[config.mk]
export PLATFORM = sky130hd
export DESIGN_NAME = tx_ring_walker
export DESIGN_NICKNAME = d
export VERILOG_FILES = /design/src/rtl/txr_pkg.sv /design/src/rtl/txr_desc_decode.sv /design/src/rtl/txr_pkt_buf.sv /design/src/rtl/txr_emitter.sv /design/src/rtl/tx_ring_walker.sv
export SDC_FILE = /design/constraint.sdc
export NUM_CORES = 1
export LEC_CHECK = 0
export BUFFER_PORTS_ARGS = -buffer_cell sky130_fd_sc_hd__buf_2
export CORE_MARGIN = 1
export CORE_UTILIZATION = 55
export DETAILED_ROUTE_END_ITERATION = 8
export MAX_ROUTING_LAYER = met4
export PLACE_DENSITY_LB_ADDON = 0.1
export RECOVER_POWER = 25
export SETUP_SLACK_MARGIN = 0.02
export SLEW_MARGIN = 20
export SYNTH_ARGS = -nofsm -noshare
export SYNTH_HDL_FRONTEND = slang
export SYNTH_HIERARCHICAL = 1
export SYNTH_SLANG_ARGS = --single-unit
[constraint.sdc]
create_clock -name clk -period 8.6 [get_ports clk]
set_input_delay 0.86 -clock clk [delete_from_list [all_inputs] [get_ports clk]]
set_output_delay 0.86 -clock clk [all_outputs]
set_load 0.01 [all_outputs]
[src/rtl/txr_pkg.sv]
// Shared definitions for the transmit ring walker: control word bit
// positions, the address alias tag and the walker state encoding.
package txr_pkg;
    localparam int OWN_POS   = 31;
    localparam int CHAIN_POS = 30;
    localparam int WRAP_POS  = 29;
    localparam int ALIAS_LO  = 30;
    localparam logic [1:0] ALIAS_TAG = 2'b11;

    typedef enum logic [3:0] {
        ST_IDLE,
        ST_CTRL,
        ST_ADDR,
        ST_RDREQ,
        ST_BYTE,
        ST_STEP,
        ST_NEXT,
        ST_REL,
        ST_EMIT
    } walk_state_t;

    typedef struct packed {
        logic own;
        logic chain;
        logic wrap;
    } desc_flags_t;
endpackage

[src/rtl/txr_desc_decode.sv]
// Descriptor field decoder. Pulls the flags and fragment length out of a
// control word and applies the address alias rule to a buffer address word.
// Assumes LEN_W is smaller than WRAP_POS so the flag bits stay clear of it.
module txr_desc_decode
    import txr_pkg::*;
#(
    parameter int LEN_W = 16
) (
    input  logic [31:0]      ctrl_word,
    input  logic [31:0]      addr_word,
    output desc_flags_t      flags,
    output logic [LEN_W-1:0] frag_len,
    output logic [31:0]      buf_addr
);
    logic unused_ctrl_bits;

    // Field extraction and alias masking.
    always_comb begin
        flags.own   = ctrl_word[OWN_POS];
        flags.chain = ctrl_word[CHAIN_POS];
        flags.wrap  = ctrl_word[WRAP_POS];
        frag_len    = ctrl_word[LEN_W-1:0];
        if (addr_word[31:ALIAS_LO] == ALIAS_TAG) begin
            buf_addr = {{(32-ALIAS_LO){1'b0}}, addr_word[ALIAS_LO-1:0]};
        end else begin
            buf_addr = addr_word;
        end
    end

    assign unused_ctrl_bits = ^ctrl_word[WRAP_POS-1:LEN_W];
endmodule

[src/rtl/txr_pkt_buf.sv]
// Byte store for one frame. Writes are synchronous and reads are
// combinational. The contents are not reset: every byte read out was
// written earlier in the same frame. Assumes DEPTH >= 2.
module txr_pkt_buf #(
    parameter int DEPTH = 64,
    localparam int IDX_W = $clog2(DEPTH)
) (
    input  logic             clk,
    input  logic             wr_en,
    input  logic [IDX_W-1:0] wr_idx,
    input  logic [7:0]       wr_data,
    input  logic [IDX_W-1:0] rd_idx,
    output logic [7:0]       rd_data
);
    logic [7:0] store [DEPTH];

    // Capture one fragment byte per write.
    always_ff @(posedge clk) begin
        if (wr_en) begin
            store[wr_idx] <= wr_data;
        end
    end

    assign rd_data = store[rd_idx];
endmodule

[src/rtl/txr_emitter.sv]
// Output sequencer. A start pulse with a non-zero count walks the store
// index from zero, presenting one byte per clock and flagging the last one.
// Assumes start is only pulsed while idle and count <= MAX_PKT.
module txr_emitter #(
    parameter int MAX_PKT = 64,
    localparam int IDX_W = $clog2(MAX_PKT),
    localparam int CNT_W = $clog2(MAX_PKT + 1)
) (
    input  logic             clk,
    input  logic             rst_n,
    input  logic             start,
    input  logic [CNT_W-1:0] count,
    output logic [IDX_W-1:0] rd_idx,
    output logic             valid,
    output logic             last
);
    logic             active_q;
    logic [IDX_W-1:0] idx_q;
    logic [CNT_W-1:0] len_q;

    // Track the byte position of the frame being sent.
    always_ff @(posedge clk) begin
        if (!rst_n) begin
            active_q <= 1'b0;
            idx_q    <= '0;
            len_q    <= '0;
        end else if (start && count != '0) begin
            active_q <= 1'b1;
            idx_q    <= '0;
            len_q    <= count;
        end else if (active_q) begin
            if (last) begin
                active_q <= 1'b0;
            end
            idx_q <= idx_q + 1'b1;
        end
    end

    assign valid  = active_q;
    assign last   = active_q && (CNT_W'(idx_q) + CNT_W'(1) == len_q);
    assign rd_idx = idx_q;
endmodule

[src/rtl/tx_ring_walker.sv]
// Transmit descriptor ring walker (top). Polls the control word at the
// ring pointer and, when owned, walks the chain, gathering fragment bytes
// into a local store. It zeroes the trailing descriptors, releases the first
// one last with a one-cycle interrupt, then streams the frame.
// Assumes a memory read returns data the cycle after the request and a write
// completes in its request cycle.
module tx_ring_walker
    import txr_pkg::*;
#(
    parameter int LEN_W      = 16,
    parameter int MAX_PKT    = 64,
    parameter int DESC_BYTES = 8
) (
    input  logic        clk,
    input  logic        rst_n,
    input  logic [31:0] ring_base,
    input  logic        port_attached,
    output logic        mem_en,
    output logic        mem_we,
    output logic [31:0] mem_addr,
    output logic [31:0] mem_wdata,
    input  logic [31:0] mem_rdata,
    output logic        out_valid,
    output logic [7:0]  out_data,
    output logic        out_last,
    output logic        irq,
    output logic        busy
);
    localparam int IDX_W = $clog2(MAX_PKT);
    localparam int CNT_W = $clog2(MAX_PKT + 1);
    localparam logic [31:0] OWN_CLR = ~(32'h1 << OWN_POS);

    walk_state_t       state_q;
    logic [31:0]       ptr_q, base_q, ctrl_q, first_ctrl_q, first_addr_q, baddr_q;
    logic [LEN_W-1:0]  rem_q;
    logic [CNT_W-1:0]  cnt_q;
    logic              first_q;

    logic              run_ok;
    logic [31:0]       ctrl_sel;
    desc_flags_t       flags;
    logic [LEN_W-1:0]  frag_len;
    logic [31:0]       buf_addr;
    logic [7:0]        lane_byte;
    logic              buf_wr;
    logic [IDX_W-1:0]  emit_idx;
    logic              emit_start;

    assign run_ok   = (ring_base != '0) && port_attached;
    assign ctrl_sel = (state_q == ST_CTRL) ? mem_rdata : ctrl_q;

    txr_desc_decode #(.LEN_W(LEN_W)) u_decode (
        .ctrl_word (ctrl_sel),
        .addr_word (mem_rdata),
        .flags     (flags),
        .frag_len  (frag_len),
        .buf_addr  (buf_addr)
    );

    // Select the byte lane addressed by the low buffer address bits.
    always_comb begin
        lane_byte = mem_rdata[8*baddr_q[1:0] +: 8];
    end

    assign buf_wr = (state_q == ST_BYTE) && (cnt_q < CNT_W'(MAX_PKT));

    txr_pkt_buf #(.DEPTH(MAX_PKT)) u_buf (
        .clk     (clk),
        .wr_en   (buf_wr),
        .wr_idx  (cnt_q[IDX_W-1:0]),
        .wr_data (lane_byte),
        .rd_idx  (emit_idx),
        .rd_data (out_data)
    );

    assign emit_start = (state_q == ST_REL) && (cnt_q != '0);

    txr_emitter #(.MAX_PKT(MAX_PKT)) u_emit (
        .clk    (clk),
        .rst_n  (rst_n),
        .start  (emit_start),
        .count  (cnt_q),
        .rd_idx (emit_idx),
        .valid  (out_valid),
        .last   (out_last)
    );

    // Drive the memory port from the current walker state.
    always_comb begin
        mem_en    = 1'b0;
        mem_we    = 1'b0;
        mem_addr  = ptr_q;
        mem_wdata = '0;
        case (state_q)
            ST_IDLE:  mem_en = (base_q == ring_base) && run_ok;
            ST_CTRL: begin
                mem_en   = 1'b1;
                mem_addr = ptr_q + 32'd4;
            end
            ST_RDREQ: begin
                mem_en   = 1'b1;
                mem_addr = {baddr_q[31:2], 2'b00};
            end
            ST_STEP: begin
                mem_en = !first_q;
                mem_we = !first_q;
            end
            ST_NEXT:  mem_en = 1'b1;
            ST_REL: begin
                mem_en    = 1'b1;
                mem_we    = 1'b1;
                mem_addr  = first_addr_q;
                mem_wdata = first_ctrl_q & OWN_CLR;
            end
            default: ;
        endcase
    end

    // Walker sequencing and descriptor bookkeeping.
    always_ff @(posedge clk) begin
        if (!rst_n) begin
            state_q      <= ST_IDLE;
            ptr_q        <= '0;
            base_q       <= '0;
            ctrl_q       <= '0;
            first_ctrl_q <= '0;
            first_addr_q <= '0;
            baddr_q      <= '0;
            rem_q        <= '0;
            cnt_q        <= '0;
            first_q      <= 1'b0;
        end else begin
            case (state_q)
                ST_IDLE: begin
                    if (base_q != ring_base) begin
                        base_q <= ring_base;
                        ptr_q  <= ring_base;
                    end else if (run_ok) begin
                        first_q <= 1'b1;
                        cnt_q   <= '0;
                        state_q <= ST_CTRL;
                    end
                end
                ST_CTRL: begin
                    if (!flags.own) begin
                        state_q <= ST_IDLE;
                    end else begin
                        ctrl_q <= mem_rdata;
                        if (first_q) begin
                            first_ctrl_q <= mem_rdata;
                            first_addr_q <= ptr_q;
                        end
                        state_q <= ST_ADDR;
                    end
                end
                ST_ADDR: begin
                    if (frag_len == '0) begin
                        state_q <= ST_STEP;
                    end else begin
                        baddr_q <= buf_addr;
                        rem_q   <= frag_len;
                        state_q <= ST_RDREQ;
                    end
                end
                ST_RDREQ: state_q <= ST_BYTE;
                ST_BYTE: begin
                    if (cnt_q < CNT_W'(MAX_PKT)) begin
                        cnt_q <= cnt_q + 1'b1;
                    end
                    baddr_q <= baddr_q + 32'd1;
                    rem_q   <= rem_q - 1'b1;
                    state_q <= (rem_q == LEN_W'(1)) ? ST_STEP : ST_RDREQ;
                end
                ST_STEP: begin
                    ptr_q   <= flags.wrap ? base_q : ptr_q + 32'(DESC_BYTES);
                    first_q <= 1'b0;
                    state_q <= flags.chain ? ST_NEXT : ST_REL;
                end
                ST_NEXT:  state_q <= ST_CTRL;
                ST_REL:   state_q <= (cnt_q != '0) ? ST_EMIT : ST_IDLE;
                ST_EMIT: begin
                    if (out_last) begin
                        state_q <= ST_IDLE;
                    end
                end
                default:  state_q <= ST_IDLE;
            endcase
        end
    end

    assign irq  = (state_q == ST_REL);
    assign busy = (state_q != ST_IDLE);
endmodule

==> metrics.txt, run 1 <==
Post-Synthesis Net Count 2709; drt total wl 85000 um; ANT nets after route 0; Core Area 59100 sq um; Top-Level Pins roughly 150; first-pass GRT wire length between 100000 and 150000 um; Max FO, Critical Path around 110; total track usage 0.289; total of max-cap violations 8; root buffer cell clkbuf_16; Post-CTS Setup Bufs 0; Die ar. 60800 sq um; DR WL/cell 24.5 um; Syn-to-layout area delta 9.54%; clk_skew 0.0205 ns; clock latency on the worst-skew pair 0.62 ns; PD cells 202 nW/um^2; register area 19800 sq um; delay-heaviest family, CP multiplexers; worst vdd ir 124 uV; DP HPWL between 50000 and 60000 um; Tmin final 5.05 ns; TritonRoute pass-1 iters 8; clk buf depth 3; Final Max Tran Viols 520; Layout fillers 4638; final period utilization 0.587; hold_buf cts 0; global route overflow 0; Worst Path Arrival 4.19 ns; Setup Viol. Count Final 0; Util after Layout 0.610; failing checks design-rule violations, max-capacitance violations, max-slew violations; syn_area_per_cell ~12 sq um; max frequency 198 MHz; commonest cells after routing, fill and taps aside edfxtp_1 (512), nand2_1 (354), dfxtp_1 (215); cell count after synthesis 2634; depth of the CTS H-tree 3; most common cell after layout, fill and taps aside edfxtp_1; Slowest Stage Delay on Critical Path 0.79 ns; Critical Path RT 7.74 ns; Crit-path slowest cell dfxtp_4; largest net degree at the start of global routing between 100 and 150; Initial Util 0.557; hold crit path type register to register; Via density 6.37; IO buf count 143; gp weighted congestion a little under 0.9; Iter 0 DRT Violations 1982; CTS Buf Count 76; status complete, but fails checks; placed cell area 33600 sq um; Startpoint Class register; Layout Nets 2716; crit-path cells buf_12 -> mux4_2 -> mux2_2 -> o221a_2 -> nor3_1 -> o32ai_1 -> buf_2; share of cells above drive strength 1 0.175; Die X 247 um; Syn Std Cell Area 32900 sq um; vias after detailed routing 22.1k; CTS tree built; Fin. Hold Viols 0; area of the multi-input gates about 12000 sq um; Setup Crit Path Kind register to output pin; # rows a little under 90; WP buf/inv 2; initial antenna violation count 0; CTS Sinks 732; Inserted Diodes 0; setup TNS 0 ns; P_leak 11.6 nW; Die Height 247 um; DRC Markers 4; vias in the first global route 21.2k; worst slew pin tran 3.13 ns; CP endpoint kind output pin; Post-CTS Resized 0; Slew headroom -1.09; final instance area 36100 sq um; Synth Warn # 6; Worst-path clk slew 0.06 ns; unrepaired setup endpoints after global routing false
[layer usage]
layer	track usage	vias to the layer above	share of wire
met5	-	-	0
met4	0.0946	0	0.029
met2	0.475	895	0.50
met3	0.0343	150	0.068
li1	-	9900	-
met1	0.376	11200	0.40
[tightest hold or removal path, stage by stage (launching register included)]
cell     delay, ns
dfxtp_1       0.30
nand2_1       0.05
a21oi_1       0.05
[state kept, by name, summed over array words and instances (netlist names)]
name           count
baddr_q           32
u_emit/len_q       7
u_buf/store      512
first_ctrl_q      31
first_addr_q      32
rem_q             16
first_q            1
u_emit/valid       1
ctrl_q            19
base_q            32
state_q            4
u_emit/rd_idx      6
ptr_q             32
cnt_q              7
[final cells by class]
class                      count  share of cell area
clock inverter                44              0.0119
sequential                   732               0.549
multi-input combinational   1634               0.327
clock buffer                  94              0.0567
inverter                      24             0.00264
tap                          773              0.0268
timing repair buffer         173              0.0256
[worst paths after layout]
check,from,endpoint,slack [ns],cells past startpoint
setup reg to reg,state_q[2]$_SDFFE_PN0P_,u_buf/store[46][1]$_DFFE_PP_,4.13,6
setup / recovery,u_emit/rd_idx[0]$_SDFFE_PP0P_,out_data[4],3.55,7
hold reg to reg,first_ctrl_q[27]$_SDFFE_PN0P_,first_ctrl_q[27]$_SDFFE_PN0P_,0.45,2
hold / removal,first_ctrl_q[27]$_SDFFE_PN0P_,first_ctrl_q[27]$_SDFFE_PN0P_,0.45,2
[where the power goes]
group          internal (mW)  total (mW)  switching [mW]
Combinational         0.0510       0.177           0.126
Clock                   1.91        3.28            1.37
Sequential              3.79        3.82          0.0297
Total                   5.74        7.27            1.53
[per-stage QoR]
stage          worst slack, ns  std cells  power [mW]  hold WS [ns]
2_1_floorplan             5.43       2634        3.97         0.432
3_3_place_gp              4.19       3336        4.06         0.441
3_5_place_dp              4.10       3336        4.06         0.445
4_1_cts                   3.45       3474        7.32         0.453
5_1_grt                   3.33       3474        7.48         0.469
6_report                  3.55       3474        7.27         0.450
No activity file was read; power rests on OpenSTA's default activity.
==> run 2, diff against run 1 <==
==> constraint.sdc (replaced) <==
create_clock -name clk -period 4.42 [get_ports clk]
set_input_delay 0.442 -clock clk [delete_from_list [all_inputs] [get_ports clk]]
set_output_delay 0.442 -clock clk [all_outputs]
set_load 0.01 [all_outputs]
==> metrics.txt, run 2 (synthesis results as in run 1) <==
Tmin final slightly above 4 ns; final period utilization 0.928; vias in the first global route about 21k; clk_skew 0.0213 ns; hold crit path type input pin to register; worst vdd ir about 320 uV; DRC Markers 10; DR WL/cell 24.5 um; CP endpoint kind output pin; Initial Util 0.557; first-pass GRT wire length 131000 um; clk buf depth 3; Iter 0 DRT Violations 2029; Critical Path RT approximately 4.0 ns; Max FO, Critical Path 16; commonest cells after routing, fill and taps aside edfxtp_1 (512), nand2_1 (355), dfxtp_1 (215); TritonRoute pass-1 iters 9; Slew headroom 0.121; Core Area 59100 sq um; clock latency on the worst-skew pair 0.63 ns; worst slew pin tran ~1.3 ns; Via density 6.35; worst hold slack 0.102 ns; max frequency 244 MHz; Setup Crit Path Kind register to output pin; Startpoint Class register; Worst-path clk slew 0.06 ns; Post-CTS Setup Bufs 0; status complete, but fails checks; unrepaired setup endpoints after global routing false; setup TNS 0 ns; gp weighted congestion 0.964; total of max-cap violations 0; most common cell after layout, fill and taps aside edfxtp_1; global route overflow 0; Internal 11.1 mW; Top-Level Pins 145; drt total wl 85900 um; largest net degree at the start of global routing roughly 120; Layout Nets between 2k and 3k; switching pwr 3.02 mW; P_leak 11.7 nW; Final Max Tran Viols 0; Final Instance Count excl. Fillers 3509; Placed Cells 3368; Die ar. 60800 sq um; CTS tree built; Biggest register u_buf/store; Worst Path Arrival around 3.7 ns; depth of the CTS H-tree 3; vias after detailed routing about 22k; Combinational Power Share 0.026; CTS Sinks approximately 730; placed cell area 33900 sq um; # rows 89; initial antenna violation count 0; Clock Power Share 0.450; IO buf count 143; failing checks design-rule violations; Layout fillers 4530; CTS Buf Count 77; final instance area 36300 sq um; Post-CTS Resized 0; Die Height roughly 250 um; Util after Layout 0.614; Die X 247 um; Setup Viol. Count Final 0; Syn-to-layout area delta 10.4%; Largest register FFs 512; share of cells above drive strength 1 0.186; DP HPWL 57500 um; PD cells 389 nW/um^2; root buffer cell clkbuf_16; Seq pwr share 0.524; Fin. Hold Viols 0; ANT nets after route 0; Net Sw Frac 0.214; hold_buf cts 0; total track usage 0.295
run 2: cell types whose count changed in the layout (fill, tap and decap cells not counted), moves of 3 or more:
| cell | change |
|---|---|
| buf_4 | +33 |
| clkbuf_1 | -4 |
| clkbuf_8 | +4 |
| clkinv_1 | -3 |
| clkinv_2 | +4 |
run 2: final timing paths:
kind | startpoint | endpoint | slack, ns | depth (start not counted)
setup reg to reg | state_q[2]$_SDFFE_PN0P_ | u_buf/store[22][4]$_DFFE_PP_ | 0.62 | 5
setup / recovery | state_q[1]$_SDFFE_PN0P_ | mem_en | 0.32 | 7
hold reg to reg | first_ctrl_q[21]$_SDFFE_PN0P_ | first_ctrl_q[21]$_SDFFE_PN0P_ | 0.45 | 2
hold / removal | mem_rdata[24] | first_ctrl_q[24]$_SDFFE_PN0P_ | 0.10 | 3
run 2: layer usage:
layer	global-route usage	part of all wire	up-vias
met5	-	0	-
met4	0.104	0.036	0
met3	0.0398	0.063	191
li1	-	-	9975
met1	0.385	0.41	11200
met2	0.476	0.49	909
run 2: cell type report:
| class | count | area [sq um] | share of cell area |
|---|---|---|---|
| multi-input cells | 1634 | 11800 | 0.324 |
| flip-flops and latches | 732 | 19800 | 0.545 |
| clock buffers | 96 | 2070 | 0.0570 |
| repair buffers | 205 | 1200 | 0.0330 |
| clock inverters | 44 | 422 | 0.0116 |
| well taps | 773 | 967 | 0.0266 |
| diodes | 1 | 2.50 | 0.0000689 |
| inverters | 24 | 95.1 | 0.00262 |
run 2: critical path, cell delays in order, from the launching register on:
cell      delay, ns
dfxtp_1        0.43
nor2_1         0.30
clkbuf_1       0.69
nand2_1        0.43
nor4_1         0.39
clkbuf_1       0.37
o21bai_1       0.24
buf_2          0.19
run 2: power groups by stage:
stage               sequential [mW]  combinational (mW)  clock, mW
finish                         7.41               0.369       6.36
global route                   7.41               0.396       6.74
CTS                            7.40               0.371       6.47
detailed placement             7.55               0.369          0
global placement               7.55               0.364          0
floorplan                      7.52               0.210          0
run 2: metrics by stage:
stage / setup slack, ns / power, mW
2_1_floorplan: 1.27 / 7.73
3_3_place_gp: 0.826 / 7.91
3_5_place_dp: 0.697 / 7.92
4_1_cts: 0.392 / 14.2
5_1_grt: 0.168 / 14.5
6_report: 0.317 / 14.1
